[src/rtl/clkdiv_field_encoder.sv]
module clkdiv_field_encoder #(
  parameter int RATIO_W = 32,
  parameter int FIELD_W = 4,
  parameter int WORD_W = 32,
  parameter int MODE_W = 8,
  parameter logic [WORD_W-1:0] TIMING_BASE = 32'h7700_0300,
  parameter int EXP_LSB = 0,
  parameter int LOW_LSB = 16,
  parameter int HIGH_LSB = 20,
  parameter int TO_LSB = 4,
  parameter int HS_TIMEOUT = 3
) (
  input  logic               clk,
  input  logic               rst_n,
  input  logic               start,
  input  logic [RATIO_W-1:0] ratio,
  input  logic               hs_req,
  input  logic               rate_zero,
  output logic               busy,
  output logic               done,
  output logic               bad_rate,
  output logic [WORD_W-1:0]  timing_word,
  output logic [MODE_W-1:0]  mode_word
);
  localparam int LIMIT = 2 ** FIELD_W;
  localparam int RW = FIELD_W + 1;
  localparam logic [FIELD_W-1:0] EXP_MAX = '1;
  localparam logic [MODE_W-1:0] HS_BITS = MODE_W'(7);

  typedef enum logic {S_IDLE, S_SHIFT} state_t;

  state_t             state;
  logic [RATIO_W-1:0] work;
  logic [FIELD_W-1:0] exp_q;
  logic               sticky_q;
  logic               hs_q;

  logic               more, can_shift;
  logic [RW-1:0]      red_sum, red, red_c, low_w, high_w;
  logic [WORD_W-1:0]  word_next;
  logic [MODE_W-1:0]  mode_next;

  assign busy      = (state == S_SHIFT);
  assign more      = work >= RATIO_W'(LIMIT);
  assign can_shift = more && (exp_q != EXP_MAX);

  assign red_sum = {1'b0, work[FIELD_W-1:0]} + RW'(sticky_q);
  assign red     = more ? RW'(LIMIT) : red_sum;
  assign red_c   = (red < RW'(2)) ? RW'(2) : red;
  assign low_w   = (red_c >> 1) - RW'(1);
  assign high_w  = red_c - low_w - RW'(2);

  assign word_next = TIMING_BASE
                   | (WORD_W'(high_w[FIELD_W-1:0]) << HIGH_LSB)
                   | (WORD_W'(low_w[FIELD_W-1:0]) << LOW_LSB)
                   | (WORD_W'(exp_q) << EXP_LSB);
  assign mode_next = hs_q ? ((MODE_W'(HS_TIMEOUT) << TO_LSB) | HS_BITS) : '0;

  always_ff @(posedge clk) begin
    if (!rst_n) begin
      state       <= S_IDLE;
      work        <= '0;
      exp_q       <= '0;
      sticky_q    <= 1'b0;
      hs_q        <= 1'b0;
      done        <= 1'b0;
      bad_rate    <= 1'b0;
      timing_word <= TIMING_BASE;
      mode_word   <= '0;
    end else begin
      done <= 1'b0;
      case (state)
        S_IDLE: begin
          if (start) begin
            if (rate_zero) begin
              done     <= 1'b1;
              bad_rate <= 1'b1;
            end else begin
              work     <= ratio;
              exp_q    <= '0;
              sticky_q <= 1'b0;
              hs_q     <= hs_req;
              state    <= S_SHIFT;
            end
          end
        end
        S_SHIFT: begin
          if (can_shift) begin
            work     <= work >> 1;
            sticky_q <= sticky_q | work[0];
            exp_q    <= exp_q + 1'b1;
          end else begin
            timing_word <= word_next;
            mode_word   <= mode_next;
            bad_rate    <= 1'b0;
            done        <= 1'b1;
            state       <= S_IDLE;
          end
        end
        default: state <= S_IDLE;
      endcase
    end
  end
endmodule

[config.mk]
export PLATFORM = sky130hd
export DESIGN_NAME = clkdiv_field_encoder
export DESIGN_NICKNAME = d
export VERILOG_FILES = /design/src/rtl/clkdiv_field_encoder.sv
export SDC_FILE = /design/constraint.sdc
export NUM_CORES = 1
export LEC_CHECK = 0
export ABC_AREA = 1
export BUFFER_PORTS_ARGS = -buffer_cell sky130_fd_sc_hd__buf_4
export CORE_MARGIN = 8
export CORE_UTILIZATION = 25
export DETAILED_ROUTE_END_ITERATION = 10
export PLACE_DENSITY = 0.4
export RECOVER_POWER = 100
export SLEW_MARGIN = 0
export SYNTH_ARGS = -nofsm -noshare
export SYNTH_HDL_FRONTEND = slang
export SYNTH_SLANG_ARGS = --single-unit
[constraint.sdc]
create_clock -name clk -period 4.7 [get_ports clk]
set_clock_uncertainty 0.05 [all_clocks]
set_input_delay 0.235 -clock clk [delete_from_list [all_inputs] [get_ports clk]]
set_output_delay 0.235 -clock clk [all_outputs]
set_load 0.1 [all_outputs]
==> results by group <==
Outcome
  – Status: finished, final reports clean

Clock network
  – Hold_buf cts: 0
  – CTS Sinks: 54
  – CTS resizes: 0
  – CTS Buf Count: 5
  – Clock buffer depth: 2
  – Clock Latency Late Sink: a little under 0.3 ns
  – CTS tree: built
  – CTS root buf: clkbuf_16
  – Post-CTS Setup Inserts: 0
  – H-tree depth: 2
  – Clk slew on worst S/H paths: around 0.070 ns

Floorplan
  – Chip height: 124.9 um
  – Die W: 124.9 um
  – # IOs: 80
  – Core Rows: 39
  – Core area: 11,520 um^2
  – Die area: 15,600 um^2
  – Initial Util: about a quarter

Timing
  – Slew @ Worst Pin: 1.301 ns
  – Hold Fails Final Rpt: 0
  – Slew Viols, Final: 0
  – Unrepaired setup endpoints after global routing: false
  – Relative slew margins: 13.07%
  – FMAX: 0.2704 GHz
  – Final setup fails: 0
  – Final worst path period need: 3.699 ns
  – Fin crit share: 78.70%
  – Final TNS setup: 0 ns

Critical path
  – Critical Path RT: 4.84 ns
  – FF-to-FF End: timing_word[23]
  – Arr. time, crit path: 3.84 ns
  – R2r setup slk: 1.00 ns
  – CP cell instances: nor2_1 -> nand2_1 -> nor2_1 -> nand2_1 -> nor2_1 -> o21ai_0 -> nor2_1 -> inv_1 -> nand2_1 -> inv_1 -> ha_1 -> xnor2_1 -> ha_1 -> fa_1 -> xnor2_1 -> inv_1 -> nand3_1 -> nand2_1 -> nand3_1 -> nand3_1 -> nand2_1 -> inv_1
  – Crit path from: work[31]
  – Reg2Reg Depth: 22
  – CP Max Fanout: 8
  – Startpoint types: register
  – Most Frequent Cell on Critical Path: nand2_1
  – CP peak stage delay: about 0.40 ns
  – Slowest cell on crit path: fa_1
  – Worst Setup Path Type: reg -> reg
  – Worst r2r src: work[31]
  – Crit path capture type: register

Layout
  – Number of fill cells in the layout: 1,327
  – Fin cells: about 630
  – Fraction of layout cells with a size suffix above 1: 10.04%
  – Fin nets: between 500 and 600
  – Most common cell after layout, fill and taps aside: nand2_1
  – Commonest non-fill, non-tap cells in the layout: 108 x nand2_1, 106 x nor2_1, 54 x dfxtp_1
  – Synth-to-layout area growth: 13.89%
  – N_diodes: 0

Worst hold path
  – Min-delay worst type: in -> reg
  – Hold path endpoint: hs_q
  – Worst hold stages: 3
  – Hold Crit Start: hs_req

Route
  – Routed WL: 7.774 mm
  – Vias/cell: 4.279
  – First-pass DRT Iterations: 5
  – Initial drt markers: 135
  – Vias: 2,700
  – Routed len/inst: 12.32 um
  – Final ANT Viol Nets: 0
  – Post-route DRC: 0

Logic synthesis
  – Seq cells post-synth: 54
  – Syn Area/Cell: 6.616 um^2
  – Netlist cell types: 27
  – Gate Count Post-Synth: 448
  – Synth Cell Area: 2964 um^2
  – Synthesis Warnings: 0
  – Sequential-to-total area share from yosys stat: 36.47%

Power and ir drop
  – Leakage: 1.633 nW
  – IR drop worst, VDD: roughly 0.16 mV
  – Power Dens Cells: roughly 340 nW/um^2

GRT
  – GRT overflow: 0
  – Initial antenna violation count: 0
  – Pin count of the biggest net entering global routing: 49
  – First-pass GRT wire length: 13.26 mm
  – Vias in the first global route: 2,777
  – Total GRT Usage: 10.01%

Placed design
  – GP Congestion: about 0.76
  – Hpwl dp: 5.372 mm
  – Cell Count Post-Placement: 623
  – IO buf count: 56

Job
  – Max-cap violations: 0
-- metrics by stage --
step                worst slack, ns  util (%)  cell area, um^2  hold WS, ns  power, mW
floorplan                     1.588         -             3043       0.3199     0.7594
global placement              1.277     28.85             3322       0.4097     0.7993
global route                 0.4992     29.31             3376       0.1150      1.231
finish                        1.001     29.31             3376       0.1216      1.158
CTS                           1.138     30.13             3470       0.1213      1.184
detailed placement            1.158     28.85             3322       0.4173     0.7999
-- area by class of cell --
type	count	area [um^2]	area share, %
Timing Repair Buffer	57	352.8	10.45
Sequential cell	54	1081	32.02
Inverter	30	118.9	3.521
Clock buffer	7	142.6	4.225
Tap cell	143	178.9	5.300
Clock inverter	1	5.005	0.1483
Multi-Input combinational cell	339	1496	44.33
-- sequential cells by signal, indices dropped and copies added (netlist names) --
name / count
bad_rate: 1
hs_q: 1
busy: 1
work: 32
mode_word: 1
done: 1
exp_q: 4
sticky_q: 1
timing_word: 12
-- logic make-up (layout without fill, tap and decap cells) --
kind of cell	count (synthesis)	in the layout	synth area share, %
AND/OR/NAND/NOR	234	234	31.19
buffers and inverters	76	95	15.07
AO/OA/AOI/OAI	69	69	11.78
flip-flops	54	54	36.47
adder cells (fa/ha/maj)	9	9	4.053
XOR/XNOR	4	4	1.182
other	2	23	0.2534
-- power breakdown --
part | internal [mW] | switching [mW]
logic | 0.0668 | 0.204
clock network | 0.212 | 0.163
registers | 0.490 | 0.0225
total | 0.769 | 0.389
-- per-layer routing --
layer  up-vias  wire, um  track usage, %
met5         -         0               0
met4         0        34           1.504
met3         2       423           3.082
met2        63      3475           16.69
met1      1208      3841           12.59
li1       1427         -               -
-- synth_stat cells --
cell type | number | area share, %
conb_1 | 2 | 0.25
clkinv_2 | 1 | 0.17
ha_1 | 8 | 3.4
nand2_4 | 1 | 0.38
dfxtp_1 | 54 | 36
nand2_1 | 106 | 13
nor2_2 | 3 | 0.63
nor2_1 | 104 | 13
buf_6 | 7 | 2.7
a21oi_1 | 12 | 2.0
xor2_1 | 1 | 0.30
nand3_1 | 15 | 2.5
buf_1 | 3 | 0.38
or2_2 | 1 | 0.21
o21ai_2 | 1 | 0.30
fa_1 | 1 | 0.68
buf_4 | 27 | 6.8
o21ai_1 | 6 | 1.0
buf_2 | 1 | 0.17
xnor2_1 | 3 | 0.89
o21ai_0 | 50 | 8.4
nand4_1 | 2 | 0.42
inv_1 | 25 | 3.2
inv_2 | 3 | 0.38
nand2_2 | 2 | 0.42
clkinv_4 | 1 | 0.30
clkbuf_1 | 8 | 1.0
-- worst max path at each step --
stage                            to  cells past startpoint
finish              timing_word[23]                     22
global route               work[22]                      8
CTS                 timing_word[23]                     22
detailed placement  timing_word[23]                     23
global placement    timing_word[23]                     22
floorplan           timing_word[23]                     23
-- critical path, delay by kind of cell (launching register included) --
family / cells / cell delay [ns]
fa+ha+maj: 3 / 0.93
flops: 1 / 0.34
buf+inv: 4 / 0.22
compound gates: 1 / 0.25
simple gates: 12 / 1.39
xor+xnor: 2 / 0.45
Note: power is estimated with default switching activity, not from simulation.
